### config.mk
export PLATFORM = sky130hd
export DESIGN_NAME = fracClkDivider
export DESIGN_NICKNAME = d
export VERILOG_FILES = /design/src/rtl/fracClkDividerPkg.sv /design/src/rtl/fracClkDividerDp.sv /design/src/rtl/fracClkDividerCtl.sv /design/src/rtl/fracClkDivider.sv
export SDC_FILE = /design/constraint.sdc
export NUM_CORES = 1
export LEC_CHECK = 0
export BUFFER_PORTS_ARGS = -buffer_cell sky130_fd_sc_hd__buf_4
export CAP_MARGIN = 20
export CORE_MARGIN = 8
export CORE_UTILIZATION = 55
export CTS_CLUSTER_SIZE = 10
export DETAILED_ROUTE_END_ITERATION = 10
export PLACE_DENSITY = 0.85
export RECOVER_POWER = 50
export REMOVE_ABC_BUFFERS = 1
export SKIP_CTS_REPAIR_TIMING = 1
export SLEW_MARGIN = 10
export SYNTH_ARGS = -nofsm -noshare
export SYNTH_HDL_FRONTEND = slang
export SYNTH_SLANG_ARGS = --single-unit
### constraint.sdc
create_clock -name clk -period 2.28 [get_ports clk]
set_clock_uncertainty 0.05 [all_clocks]
set_input_delay 0.228 -clock clk [delete_from_list [all_inputs] [get_ports clk]]
set_output_delay 0.228 -clock clk [all_outputs]
set_load 0.03 [all_outputs]
### src/rtl/fracClkDividerPkg.sv
package fracClkDividerPkg;

  // Strobes from the period control to the datapath.
  typedef struct packed {
    logic periodStart;  // next cycle begins a new output period
    logic dropClk;      // next cycle is the first low half-period cycle
  } divCtl_t;

endpackage

### src/rtl/fracClkDividerDp.sv
module fracClkDividerDp
  import fracClkDividerPkg::*;
#(
  parameter int unsigned INT_W = 13,
  parameter int unsigned FRAC_W = 16,
  parameter bit USE_FRAC = 1'b1,
  parameter logic [INT_W-1:0] INT_PERIOD = 55,
  parameter logic [FRAC_W-1:0] FRAC_PERIOD = 0
) (
  input  logic clk,
  input  logic rst,
  input  divCtl_t ctl,
  output logic [INT_W:0] periodLen,
  output logic strobe,
  output logic divClk
);

  logic carry;

  generate
    if (USE_FRAC) begin : g_accum
      logic [FRAC_W-1:0] acc;
      logic [FRAC_W:0] accSum;

      assign accSum = {1'b0, acc} + {1'b0, FRAC_PERIOD};
      assign carry = accSum[FRAC_W];

      always_ff @(posedge clk) begin
        if (rst) begin
          acc <= '0;
        end else if (ctl.periodStart) begin
          acc <= accSum[FRAC_W-1:0];
        end
      end
    end else begin : g_noAccum
      assign carry = 1'b0;
    end
  endgenerate

  // Length of the period that starts on the next load.
  assign periodLen = {1'b0, INT_PERIOD} + {{INT_W{1'b0}}, carry};

  always_ff @(posedge clk) begin
    if (rst) begin
      strobe <= 1'b0;
      divClk <= 1'b0;
    end else begin
      strobe <= ctl.periodStart;
      if (ctl.periodStart) begin
        divClk <= 1'b1;
      end else if (ctl.dropClk) begin
        divClk <= 1'b0;
      end
    end
  end

endmodule

### src/rtl/fracClkDividerCtl.sv
module fracClkDividerCtl
  import fracClkDividerPkg::*;
#(
  parameter int unsigned INT_W = 13
) (
  input  logic clk,
  input  logic rst,
  input  logic [INT_W:0] periodLen,
  output divCtl_t ctl
);

  localparam logic [INT_W:0] ONE = {{INT_W{1'b0}}, 1'b1};

  logic [INT_W:0] cnt;     // cycles left in the current period
  logic [INT_W:0] curLen;  // length of the current period

  assign ctl.periodStart = (cnt == '0);
  // Elapsed count in the next cycle is curLen - cnt; the clock drops at half.
  assign ctl.dropClk = !ctl.periodStart && (cnt == (curLen - (curLen >> 1)));

  always_ff @(posedge clk) begin
    if (rst) begin
      cnt <= '0;
      curLen <= '0;
    end else if (ctl.periodStart) begin
      cnt <= periodLen - ONE;
      curLen <= periodLen;
    end else begin
      cnt <= cnt - ONE;
    end
  end

endmodule

### src/rtl/fracClkDivider.sv
module fracClkDivider
  import fracClkDividerPkg::*;
#(
  parameter longint unsigned IN_HZ = 100_000_000,
  parameter longint unsigned OUT_HZ = 1_789_000,
  parameter bit USE_FRAC = 1'b1,
  parameter int unsigned FRAC_W = 16,
  parameter int unsigned INT_W = 13
) (
  input  logic clk,
  input  logic rst,
  output logic clkEnable,
  output logic clkOut
);

  // Fixed-point period, FRAC_W fractional bits.
  localparam logic [63:0] P_SCALED = (64'(IN_HZ) << FRAC_W) / 64'(OUT_HZ);
  localparam logic [63:0] P_ROUND = P_SCALED + (64'd1 << (FRAC_W - 1));
  localparam logic [63:0] P_SEL = USE_FRAC ? P_SCALED : P_ROUND;
  localparam logic [INT_W-1:0] INT_PERIOD = P_SEL[FRAC_W +: INT_W];
  localparam logic [FRAC_W-1:0] FRAC_PERIOD = USE_FRAC ? P_SCALED[FRAC_W-1:0] : '0;

  divCtl_t ctl;
  logic [INT_W:0] periodLen;

  fracClkDividerCtl #(
    .INT_W(INT_W)
  ) i_ctl (
    .clk(clk),
    .rst(rst),
    .periodLen(periodLen),
    .ctl(ctl)
  );

  fracClkDividerDp #(
    .INT_W(INT_W),
    .FRAC_W(FRAC_W),
    .USE_FRAC(USE_FRAC),
    .INT_PERIOD(INT_PERIOD),
    .FRAC_PERIOD(FRAC_PERIOD)
  ) i_dp (
    .clk(clk),
    .rst(rst),
    .ctl(ctl),
    .periodLen(periodLen),
    .strobe(clkEnable),
    .divClk(clkOut)
  );

endmodule

==> flow_summary.ini <==
[route]
antenna_left = 0
vias = 1532
totalWireLength_mm = 3.85
drt-pass1-iter-count = 5
route.met2.wl_mm = 1.78
routed_via_density = 5.57
wl_met1_mm = 1.84
top_layer_used = met4
wire_per_inst_um = 14.0
dr_wl_met3_um = 141
first_iter_violations = 62
route.detailed.drc = 0

[final_layout]
fill_cells = 299
finalNonFillerCells = 275
layout_commonest_cell = dfxtp_1
drive_gt1_frac = 0.153
final_cell_area_mm2 = 0.00209
layout_common_cells = dfxtp_1 (35), nor2_1 (30), inv_1 (12), nor3_1 (12), xnor2_1 (12)
num_antenna_cells = 0
syn2layout_area_growth_pct = 9.65
nets = 238

[yosys]
yosysWarnings = 0
synth_edf_count = 0
synth_ff_type = dfxtp_1
syn_area_per_cell_um2 = 8.90
synth_cells = 214
ys_seq_area_frac = 0.368
synth_cell_types = 52
syn-cell-area_mm2 = 0.00191
async_flop_share = 0
ys_ff_latch = 35

[cts]
cts_root_buf = clkbuf_4
cts.sinks = 35
cts_max_level = 2
cts_buffer_depth = 2
clkTransAtPathRegs_ps = 100
cts_buffers = 5
insertion_delay_ps = 340
cts_tree = yes

[place]
place_congestion = 0.791
placed_cells = 267
post-place-ws_ps = 121
portBuffers = 3
place_hpwl_mm = 2.83
post_dp_cell_area_mm2 = 0.00202

[grt]
antenna_found_initial = 0
grt_pass1_vias = 1446
grt_use_total = 0.155
grt-ovfl-total = 0
grt_max_degree = 40
grt_pass1_wl_mm = 6.69

[sta]
max_freq_mhz = 455
finalHoldViolations = 0
relSlewSlack = 0.706
period_needed_ps = 2200
slew_violations = 0
setup_viol = 0
finalCritPeriodShare = 0.964
tightest_slew_ps = 437
tns_ps = 0
fin_ws_ps = 82.3
rsz0062_at_grt = yes

[floorplan]
die_y_um = 74.9
num_rows = 21
die_x_um = 74.9
die_area_mm2 = 0.00560
core_area_mm2 = 0.00334
initial_utilization = 0.571
io_pins = 4

[power]
p_total_uw = 3590
ir_worst_vdd_v = 0.000948
power.leakage_uw = 0.000791
pwr_density_cell_mw_per_mm2 = 1720

[worst_setup_path]
required_ps = 2460
worst_setup_path_start_kind = register
critPathKind = reg -> reg
crit_fanout = 8
worstPathArrival_ps = 2380
worstSetupEndpointType = register

[hold_path]
hold_path_class = in -> reg

[run_status]
run_status = finished, final reports clean

[flow_run]
cap_violations = 0
-- power by group --
part	internal [uW]	total, uW	switching (uW)
logic	962	2130	1170
clock network	181	383	201
registers	838	1080	240
-- metrics by stage --
stage | hold slack [ps] | util
detailed placement | 438 | 0.606
CTS | 226 | 0.627
global placement | 420 | 0.606
finish | 227 | 0.626
floorplan | 247 | -
global route | 227 | 0.626
-- area by class of cell --
class	instances	area, um^2	share of cell area
Tap cell	46	57.6	0.0275
Sequential cell	35	701	0.335
Clock buffer	8	68.8	0.0329
Timing Repair Buffer	15	97.6	0.0467
Multi-Input combinational cell	159	1120	0.536
Inverter	12	45.0	0.0216
-- sequential cells by signal, indices dropped and copies added, names as in the netlist --
| signal | count |
|---|---|
| i_dp.g_accum.acc | 16 |
| i_ctl.curLen | 3 |
| i_dp.strobe | 1 |
| i_dp.divClk | 1 |
| i_ctl.cnt | 14 |
-- routing by layer --
layer,GRT usage,vias up
met4,0.0717,0
met3,0.0413,8
met5,0,-
li1,-,783
met2,0.241,32
met1,0.194,709
-- Yosys cell counts, types with 2 or more instances --
master,number,area [um^2]
or3_4,2,22.5
or3_1,4,25.0
nor2b_1,2,12.5
nand2b_1,2,12.5
a221oi_1,2,17.5
nor4b_1,2,17.5
nand3_1,5,25.0
a211oi_1,4,30.0
o21bai_1,2,15.0
mux2_2,2,22.5
xnor2_1,12,105
or3_2,2,15.0
dfxtp_1,35,701
a21oi_1,10,50.1
buf_6,3,33.8
inv_1,12,45.0
nand4_1,3,18.8
clkbuf_1,4,15.0
xor2_1,9,78.8
mux2i_1,2,20.0
nor3_1,12,60.1
o41ai_1,2,17.5
nand2_1,10,37.5
o21ai_0,6,30.0
nor2_1,30,113
nor4_1,2,12.5
ha_1,8,100
-- worst paths after layout --
path	depth (start not counted)	slack, ps	endpoint	start
worst max-delay path	5	80	i_dp.g_accum.acc[8]	i_ctl.cnt[3]
worst min-delay path	2	230	i_dp.g_accum.acc[6]	rst
worst max register to register	5	80	i_dp.g_accum.acc[8]	i_ctl.cnt[3]
worst min register to register	2	450	i_dp.g_accum.acc[15]	i_dp.g_accum.acc[15]
-- critical path: stages (launching register included) --
cell and delay [ps]:
dfxtp_1 370, or3_1 460, nor4_4 250, nand2_1 230, nor4b_1 350, mux2_2 380
-- logic make-up after synthesis --
group | Yosys count | synth area share
AND/OR/NAND/NOR | 85 | 0.248
AO/OA/AOI/OAI | 40 | 0.153
flip-flops | 35 | 0.368
XOR/XNOR | 21 | 0.0965
buffers and inverters | 20 | 0.0519
adder cells (fa/ha/maj) | 8 | 0.0525
multiplexers | 5 | 0.0302
Note: power is estimated with default switching activity, not from simulation.
